**config.mk**
```make
export PLATFORM = sky130hd
export DESIGN_NAME = sadd_flags
export DESIGN_NICKNAME = d
export VERILOG_FILES = /design/src/rtl/sadd_flags_pkg.sv /design/src/rtl/sadd_pad_adder.sv /design/src/rtl/sadd_status.sv /design/src/rtl/sadd_flags.sv
export SDC_FILE = /design/constraint.sdc
export NUM_CORES = 1
export LEC_CHECK = 0
export BUFFER_PORTS_ARGS = -buffer_cell sky130_fd_sc_hd__buf_2
export CORE_AREA = 2 2 39 41
export DETAILED_ROUTE_END_ITERATION = 8
export DIE_AREA = 0 0 41 43
export PLACE_DENSITY = 0.68
export REMOVE_ABC_BUFFERS = 1
export SYNTH_ARGS = -nofsm -noshare
export SYNTH_HDL_FRONTEND = slang
export SYNTH_HIERARCHICAL = 1
export SYNTH_SLANG_ARGS = --single-unit
export TNS_END_PERCENT = 1
```
**constraint.sdc**
```tcl
create_clock -name vclk -period 7.7
set_input_delay 2.31 -clock vclk [all_inputs]
set_output_delay 2.31 -clock vclk [all_outputs]
set_load 0.03 [all_outputs]
```
**src/rtl/sadd_flags_pkg.sv**
```systemverilog
package sadd_flags_pkg;

    localparam int unsigned DATA_W = 8;
    localparam int unsigned EXT_W  = DATA_W + 2;

    typedef struct packed {
        logic cout;
        logic zero;
        logic ovf;
        logic neg;
    } flags_t;

endpackage

```
**src/rtl/sadd_pad_adder.sv**
```systemverilog
module sadd_pad_adder #(
    parameter int unsigned W = 8
) (
    input  logic [W-1:0] op_a,
    input  logic [W-1:0] op_b,
    input  logic         c_in,
    output logic [W-1:0] total,
    output logic         c_out
);
    localparam int unsigned XW = W + 2;

    logic [XW-1:0] pad_a_d;
    logic [XW-1:0] pad_b_d;
    logic [XW-1:0] wide_d;

    // Low guard bit: constant 1 on one side, carry on the other.
    // Their sum carries into bit 1 exactly when c_in is 1.
    always_comb begin
        pad_a_d = {1'b0, op_a, 1'b1};
        pad_b_d = {1'b0, op_b, c_in};
        wide_d  = pad_a_d + pad_b_d;
        total   = wide_d[W:1];
        c_out   = wide_d[XW-1];
    end
endmodule

```
**src/rtl/sadd_status.sv**
```systemverilog
module sadd_status #(
    parameter int unsigned W = 8
) (
    input  logic [W-1:0]           op_a,
    input  logic [W-1:0]           op_b,
    input  logic [W-1:0]           total,
    input  logic                   c_out,
    output sadd_flags_pkg::flags_t flags
);
    logic sgn_a_d;
    logic sgn_b_d;
    logic sgn_s_d;
    logic all_clear_d;

    always_comb begin
        sgn_a_d     = op_a[W-1];
        sgn_b_d     = op_b[W-1];
        sgn_s_d     = total[W-1];
        all_clear_d = ~|total;

        flags.cout = c_out;
        flags.ovf  = (sgn_a_d & sgn_b_d & ~sgn_s_d) |
                     (~sgn_a_d & ~sgn_b_d & sgn_s_d);
        // Wrapped result: its MSB is the wrong sign and a zero pattern is false.
        flags.neg  = sgn_s_d ^ flags.ovf;
        flags.zero = all_clear_d & ~flags.ovf;
    end
endmodule

```
**src/rtl/sadd_flags.sv**
```systemverilog
module sadd_flags
    import sadd_flags_pkg::*;
(
    input  logic [DATA_W-1:0] a,
    input  logic [DATA_W-1:0] b,
    input  logic              cin,
    output logic [DATA_W-1:0] sum,
    output logic              cout,
    output logic              zero,
    output logic              overflow,
    output logic              sign
);
    logic [DATA_W-1:0] total_d;
    logic              carry_d;
    flags_t            flags_d;

    sadd_pad_adder #(.W(DATA_W)) adder_i (
        .op_a  (a),
        .op_b  (b),
        .c_in  (cin),
        .total (total_d),
        .c_out (carry_d)
    );

    sadd_status #(.W(DATA_W)) status_i (
        .op_a  (a),
        .op_b  (b),
        .total (total_d),
        .c_out (carry_d),
        .flags (flags_d)
    );

    always_comb begin
        sum      = total_d;
        cout     = flags_d.cout;
        zero     = flags_d.zero;
        overflow = flags_d.ovf;
        sign     = flags_d.neg;
    end
endmodule

```
==> impl_metrics.ini, run 1 <==
[cts]
post_cts_resized = 0
postCtsSetupBuffers = 0
hold_buffers = 0

[power]
power_frac_seq_pct = 0
intPower_mw = 0.0266
p_leak_nw = 0.285
power.density_nw_per_um2 = 137
swShare_pct = 64.9
peakVddDrop_mv = 0.0813
power_frac_clock_pct = 0
p_comb_share_pct = 100.0
p_sw_mw = 0.0493

[synthesis]
synth_area_leaders = ha_1 25%, xnor2_1 11%, fa_1 5.0%, a21oi_2 4.4%, xor2_1 4.4%
synthCells = 46
synth_common_cells = 8 x ha_1, 5 x xnor2_1, 3 x nand2_1, 3 x nor2_1
synth.avg_cell_area_sq_um = 8.65
yosysTopAreaCell = ha_1
ys_types = 24
syn-cell-area_sq_um = 398
yosysSeqAreaShare_pct = 0
ys_warn_count = 6
synth.most_common_cell = ha_1
synth.top_cell.area_share_pct = 25.2

[floorplanning]
core_region_area_sq_um = 1380
die-area_sq_um = 1760
io_pins = 29
start_util_pct = 28.8
die_x_microns = 41
fp.dieH_microns = 43
fp-row-count = 14

[flow_run]
cap_violations = 0

[critical_path]
endpoint_kind = output port
cp_data_arrival_time_ns = 4.46
required_ns = 5.39
crit_fanout = 6
cp-start-kind = primary input
crit_type = primary input to output port

[routing]
vias = 432
firstDrtPassIters = 3
drtAntennaViolNets = 0
finalWirelength_microns = 896
vias_per_cell = 4.80
wl_per_cell_microns = 9.96
drt_iter0_drc = 3
route.detailed.drc = 0

[grt]
grt_pass1_wl_mm = 1.47
antenna_found_initial = 0
track_usage_pct = 10.9
grt_max_degree = 7
grt-ovfl-total = 0
grt_pass1_vias = 401

[timing]
hold_violations = 0
rsz0062_at_grt = false
setup_slack_ns = 0.927
period_share_pct = 88.0
worstMarginPinSlew_ns = 0.447
finalCriticalPeriod_ns = 6.77
finalSetupTns_ns = 0
relSlewSlack_pct = 70.0
fmax_ghz = 0.148
setup-violations-final = 0
slew_violations = 0

[cells_and_area]
fillers = 150
n_antenna_cell = 0
area_delta_synth_final_pct = 39.6
multi_input_area_sq_um = 383
nFlopsAndLatches = 0
final_cells = 90
nClkBuffers = 0
num-nets-final = 102
final_area_sq_um = 556
drive_gt1_share_pct = 48.6
regArea_sq_um = 0

[place]
gp_congestion = 0.726
portBuffers = 29
pre_cts_ws_ns = 0.935
place_inst = 90
dpl.hpwl_microns = 839
dpl_cell_area_sq_um = 556

[hold_path]
hp-class = primary input to output port
hold_depth = 4

[status]
status = finished clean
==> per-stage QoR <==
stage	hold slack [ns]	util [%]	power [mW]
6_report	5.04	40.1	0.0759
5_1_grt	5.08	40.1	0.0817
4_1_cts	5.04	40.1	0.0766
2_1_floorplan	4.93	-	0.0562
3_5_place_dp	5.04	40.1	0.0763
3_3_place_gp	5.04	40.1	0.0756
==> area by class of cell <==
class / instances / share of cell area (%)
multi-input combinational: 43 / 68.9
timing repair buffer: 29 / 26.1
tap: 16 / 3.60
inverter: 2 / 1.35
==> routing by layer <==
layer,vias up,GRT usage [%],wire (microns)
met4,0,0,0
li1,230,-,-
met2,17,19.7,437
met3,0,0,41
met5,-,0,0
met1,185,14.6,417
==> power by group through the flow <==
| stage | registers (mW) | logic, mW | clock network [mW] |
|---|---|---|---|
| floorplan | 0 | 0.0562 | 0 |
| global placement | 0 | 0.0756 | 0 |
| detailed placement | 0 | 0.0763 | 0 |
| CTS | 0 | 0.0766 | 0 |
| global route | 0 | 0.0817 | 0 |
| finish | 0 | 0.0759 | 0 |
==> cell usage in the layout (no fill, tap or decap) <==
master	n
a31o_2	1
o21a_1	1
ha_1	8
buf_2	29
inv_1	2
nand3_1	1
xnor2_1	5
a21oi_1	2
o21ai_0	2
a21oi_4	1
a21o_1	2
maj3_1	1
nor4_1	2
o31ai_2	1
o41ai_2	1
nor3_1	1
a21oi_2	2
or3b_1	1
o22ai_2	1
o2111a_1	1
xor2_1	2
nand2_1	3
fa_1	1
nor2_1	3
==> path summary, 6_finish.rpt <==
kind / slack (ns) / startpoint / to
hold / removal: 5.04 / b[7] / overflow
setup / recovery: 0.93 / a[0] / zero
==> cells by family (layout without fill, tap and decap cells) <==
logic type / after synthesis / after routing / share of synthesized area [%]
AO/OA/AOI/OAI: 15 / 15 / 34.6
XOR/XNOR: 7 / 7 / 15.4
adder cells (fa/ha/maj): 10 / 10 / 32.7
buffers and inverters: 3 / 31 / 3.77
AND/OR/NAND/NOR: 11 / 11 / 13.5
==> critical path, stage by stage <==
cell,delay (ns)
buf_2,0.12
fa_1,0.49
a21oi_4,0.19
o22ai_2,0.10
o41ai_2,0.24
xnor2_1,0.28
or3b_1,0.41
o2111a_1,0.14
buf_2,0.17
Note: power is estimated with default switching activity, not from simulation.
==> run 2: changes to the inputs <==
Settings changed: PLACE_DENSITY 0.68 to 0.75, SYNTH_HIERARCHICAL 1 to unset.
==> run 2 against run 1 <==
Via count is 27% higher. Critical path depth is 1 lower. First-iteration DRC count is 67% higher. Wire length is 25% higher. Critical path type unchanged.
==> impl_metrics.ini, run 2 <==
[status]
status = finished clean

[grt]
grt_max_degree = 9
antenna_found_initial = 0
grt_pass1_vias = 464
track_usage_pct = 13.3
grt_pass1_wl_mm = 1.77
grt-ovfl-total = 0

[synthesis]
synth.avg_cell_area_sq_um = 7.96
synth.most_common_cell = ha_1
syn-cell-area_sq_um = 485
synth_common_cells = 9 x ha_1, 6 x a21oi_1, 5 x inv_1, 4 x nand3_1, 3 x nor2_1
ys_types = 33
synth.top_cell.area_share_pct = 23.2
yosysTopAreaCell = ha_1
yosysSeqAreaShare_pct = 0
synth_area_leaders = ha_1 23%, a21oi_1 6.2%, fa_1 4.1%, nand3_1 4.1%, o21ba_2 4.1%
ys_warn_count = 0
synthCells = 61

[timing]
relSlewSlack_pct = 80.0
finalCriticalPeriod_ns = 6.62
worstMarginPinSlew_ns = 0.297
slew_violations = 0
setup-violations-final = 0
fmax_ghz = 0.151
period_share_pct = 85.9
rsz0062_at_grt = false
hold_violations = 0
setup_slack_ns = 1.08
hold_slack_ns = 5.09
finalSetupTns_ns = 0

[place]
portBuffers = 29
gp_congestion = 0.826
place_inst = 105
pre_cts_ws_ns = 1.10
dpl.hpwl_microns = 997

[floorplanning]
die-area_sq_um = 1760
die_x_microns = 41
io_pins = 29
fp-row-count = 14
fp.dieH_microns = 43
start_util_pct = 35.1
core_region_area_sq_um = 1380

[critical_path]
crit_type = primary input to output port
cpLargestDelayFamily = simple AND/OR/NAND/NOR gates
crit_slowest_cell = or4_1
crit_fanout = 3
cp_common_cell = buf_2
required_ns = 5.39
path_cells = buf_2 -> fa_1 -> a21o_2 -> a21oi_1 -> xnor2_1 -> or4_1 -> nor4_2 -> buf_2
cp_data_arrival_time_ns = 4.31
cp-start-kind = primary input
worst_path_largest_cell_delay_ns = 0.50
endpoint_kind = output port
path_buf_inv = 2

[power]
power.density_nw_per_um2 = 119
peakVddDrop_mv = 0.0679
p_leak_nw = 0.330

[cells_and_area]
drive_gt1_share_pct = 42.7
mostFrequentLayoutCells = 29 x buf_2, 9 x ha_1, 6 x a21oi_1
final_cells = 105
nClkBuffers = 0
area_delta_synth_final_pct = 33.2
final_common_cell = buf_2
nFlopsAndLatches = 0
n_antenna_cell = 0
num-nets-final = 118
multi_input_area_sq_um = 463
regArea_sq_um = 0
fillers = 140

[routing]
wl_per_cell_microns = 10.7
drtAntennaViolNets = 0
firstDrtPassIters = 4
route.detailed.drc = 0
vias = 548
finalWirelength_mm = 1.12
vias_per_cell = 5.22
drt_iter0_drc = 5

[cts]
post_cts_resized = 0
postCtsSetupBuffers = 0
hold_buffers = 0

[hold_path]
hp-class = primary input to output port

[flow_run]
cap_violations = 0
-- run 2: metrics by stage --
step | utilization, % | area (sq um) | power (mW)
after detailed placement | 46.7 | 647 | 0.0777
after global routing | 46.7 | 647 | 0.0839
after CTS | 46.7 | 647 | 0.0780
after floorplan | - | 482 | 0.0577
after global placement | 46.7 | 647 | 0.0767
final | 46.7 | 647 | 0.0773
-- run 2: layout make-up --
cell class	instances	area share, %
Multi-Input combinational cell	55	71.6
Timing Repair Buffer	29	22.4
Tap cell	16	3.09
Inverter	5	2.90
-- run 2: final timing paths --
kind                  startpoint  endpoint  slack (ns)  depth (start not counted)
worst max-delay path        a[0]      zero        1.08                          8
worst min-delay path        b[0]    sum[0]        5.09                          3
-- run 2: power breakdown --
| part | switching (mW) | leakage (nW) | total [mW] | internal (mW) |
|---|---|---|---|---|
| sequential | 0 | 0 | 0 | 0 |
| clock | 0 | 0 | 0 | 0 |
| combinational | 0.0486 | 0.330 | 0.0773 | 0.0287 |
| total | 0.0486 | 0.330 | 0.0773 | 0.0287 |
-- run 2: layer usage --
layer | track usage, % | vias to the layer above | wire, microns
met2 | 24.7 | 27 | 544
li1 | - | 287 | -
met4 | 2.00 | 0 | 17
met5 | 0 | - | 0
met3 | 0 | 2 | 85
met1 | 16.1 | 232 | 475
-- run 2: logic make-up (layout without fill, tap and decap cells) --
kind of cell	after synthesis	after routing	synth area share (%)
buffers and inverters	6	34	4.64
adder cells (fa/ha/maj)	10	10	27.3
AO/OA/AOI/OAI	19	19	30.7
AND/OR/NAND/NOR	20	20	25.8
multiplexers	2	2	4.38
XOR/XNOR	4	4	7.22
==> run 3: changes to the inputs <==
Settings changed: CELL_PAD_IN_SITES_DETAIL_PLACEMENT set to 0, CELL_PAD_IN_SITES_GLOBAL_PLACEMENT set to 1, CORE_AREA 2 2 39 41 to unset, CORE_MARGIN set to 2, CORE_UTILIZATION set to 34, DIE_AREA 0 0 41 43 to unset, PLACE_DENSITY 0.75 to 0.95.
==> run 3 against run 2 <==
Sequential share of layout area did not move. Fmax rose by 0.23%. Final area fell by 0.19%. Clock-buffer cell count did not move. Wire length rose by 12%.
==> impl_metrics.ini, run 3 (synthesis results as in run 2) <==
[critical_path]
cp-start-kind = primary input
endpoint_kind = output port
cp_common_cell = buf_2
crit_slowest_cell = or4_1
path_buf_inv = 2
cpLargestDelayFamily = simple AND/OR/NAND/NOR gates
crit_type = primary input to output port
crit_fanout = 3
path_cells = buf_2 -> fa_1 -> a21o_2 -> a21oi_1 -> xnor2_1 -> or4_1 -> nor4_2 -> buf_2
worst_path_largest_cell_delay_ns = 0.49
cp_data_arrival_time_ns = 4.29
required_ns = 5.39

[power]
power.density_nw_per_um2 = 122
peakVddDrop_mv = 0.0492
p_leak_nw = 0.330

[grt]
grt_pass1_vias = 520
track_usage_pct = 15.6
grt-ovfl-total = 0
grt_pass1_wl_mm = 2.28
antenna_found_initial = 0
grt_max_degree = 9

[floorplanning]
die_x_microns = 41.8
start_util_pct = 36.8
fp.dieH_microns = 41.8
fp-row-count = 13
die-area_sq_um = 1750
core_region_area_sq_um = 1320
io_pins = 29

[routing]
drtAntennaViolNets = 0
finalWirelength_mm = 1.26
route.detailed.drc = 0
vias = 547
vias_per_cell = 5.26
wl_per_cell_microns = 12.1
firstDrtPassIters = 2
drt_iter0_drc = 4

[timing]
finalSetupTns_ns = 0
period_share_pct = 85.7
setup-violations-final = 0
fmax_ghz = 0.151
rsz0062_at_grt = false
slew_violations = 0
worstMarginPinSlew_ns = 0.332
relSlewSlack_pct = 77.7
finalCriticalPeriod_ns = 6.60
hold_violations = 0

[status]
status = finished clean

[cts]
postCtsSetupBuffers = 0
post_cts_resized = 0
hold_buffers = 0

[cells_and_area]
regArea_sq_um = 0
area_delta_synth_final_pct = 33.0
drive_gt1_share_pct = 42.7
num-nets-final = 118
mostFrequentLayoutCells = 29 x buf_2, 9 x ha_1, 6 x a21oi_1
nClkBuffers = 0
final_common_cell = buf_2
n_antenna_cell = 0
fin_util_pct = 49.0
nFlopsAndLatches = 0

[place]
portBuffers = 29
dpl.hpwl_mm = 1.11
gp_congestion = 0.803

[hold_path]
hp-class = primary input to output port

[flow_run]
cap_violations = 0
## run 3: cell counts in the layout (fill, tap and decap cells not counted)
No cell type changed its count.
## run 3: area by class of cell
| class | instances | area [sq um] |
|---|---|---|
| tap | 15 | 18.8 |
| timing repair buffer | 29 | 145 |
| multi-input combinational | 55 | 463 |
| inverter | 5 | 18.8 |
| fill | 141 | 672 |
## run 3: final timing paths
check | start | to | slack [ns] | cells past startpoint
setup / recovery | a[0] | zero | 1.10 | 8
hold / removal | cin | sum[0] | 5.09 | 3
## run 3: through the flow
step | setup slack, ns | cells | hold slack [ns] | cell area, sq um | power (mW)
after global placement | 1.10 | 104 | 5.09 | 646 | 0.0774
after detailed placement | 1.09 | 104 | 5.10 | 646 | 0.0787
after CTS | 1.09 | 104 | 5.10 | 646 | 0.0790
final | 1.10 | 104 | 5.09 | 646 | 0.0786
after global routing | 0.986 | 104 | 5.10 | 646 | 0.0862
after floorplan | 0.847 | 60 | 4.91 | 482 | 0.0577
## run 3: tightest hold or removal path, cell delays in order
cell   delay [ns]
buf_2        0.10
fa_1         0.17
buf_2        0.20
## run 3: layer usage
metal	track usage (%)	vias to the layer above	share of wire, %
li1	-	289	-
met1	19.0	242	41
met2	30.3	16	52
met3	1.74	0	6.3
met4	0	0	0
met5	0	-	0
## run 3: where the power goes
group / switching, mW / internal, mW
sequential: 0 / 0
clock: 0 / 0
combinational: 0.0499 / 0.0287
total: 0.0499 / 0.0287
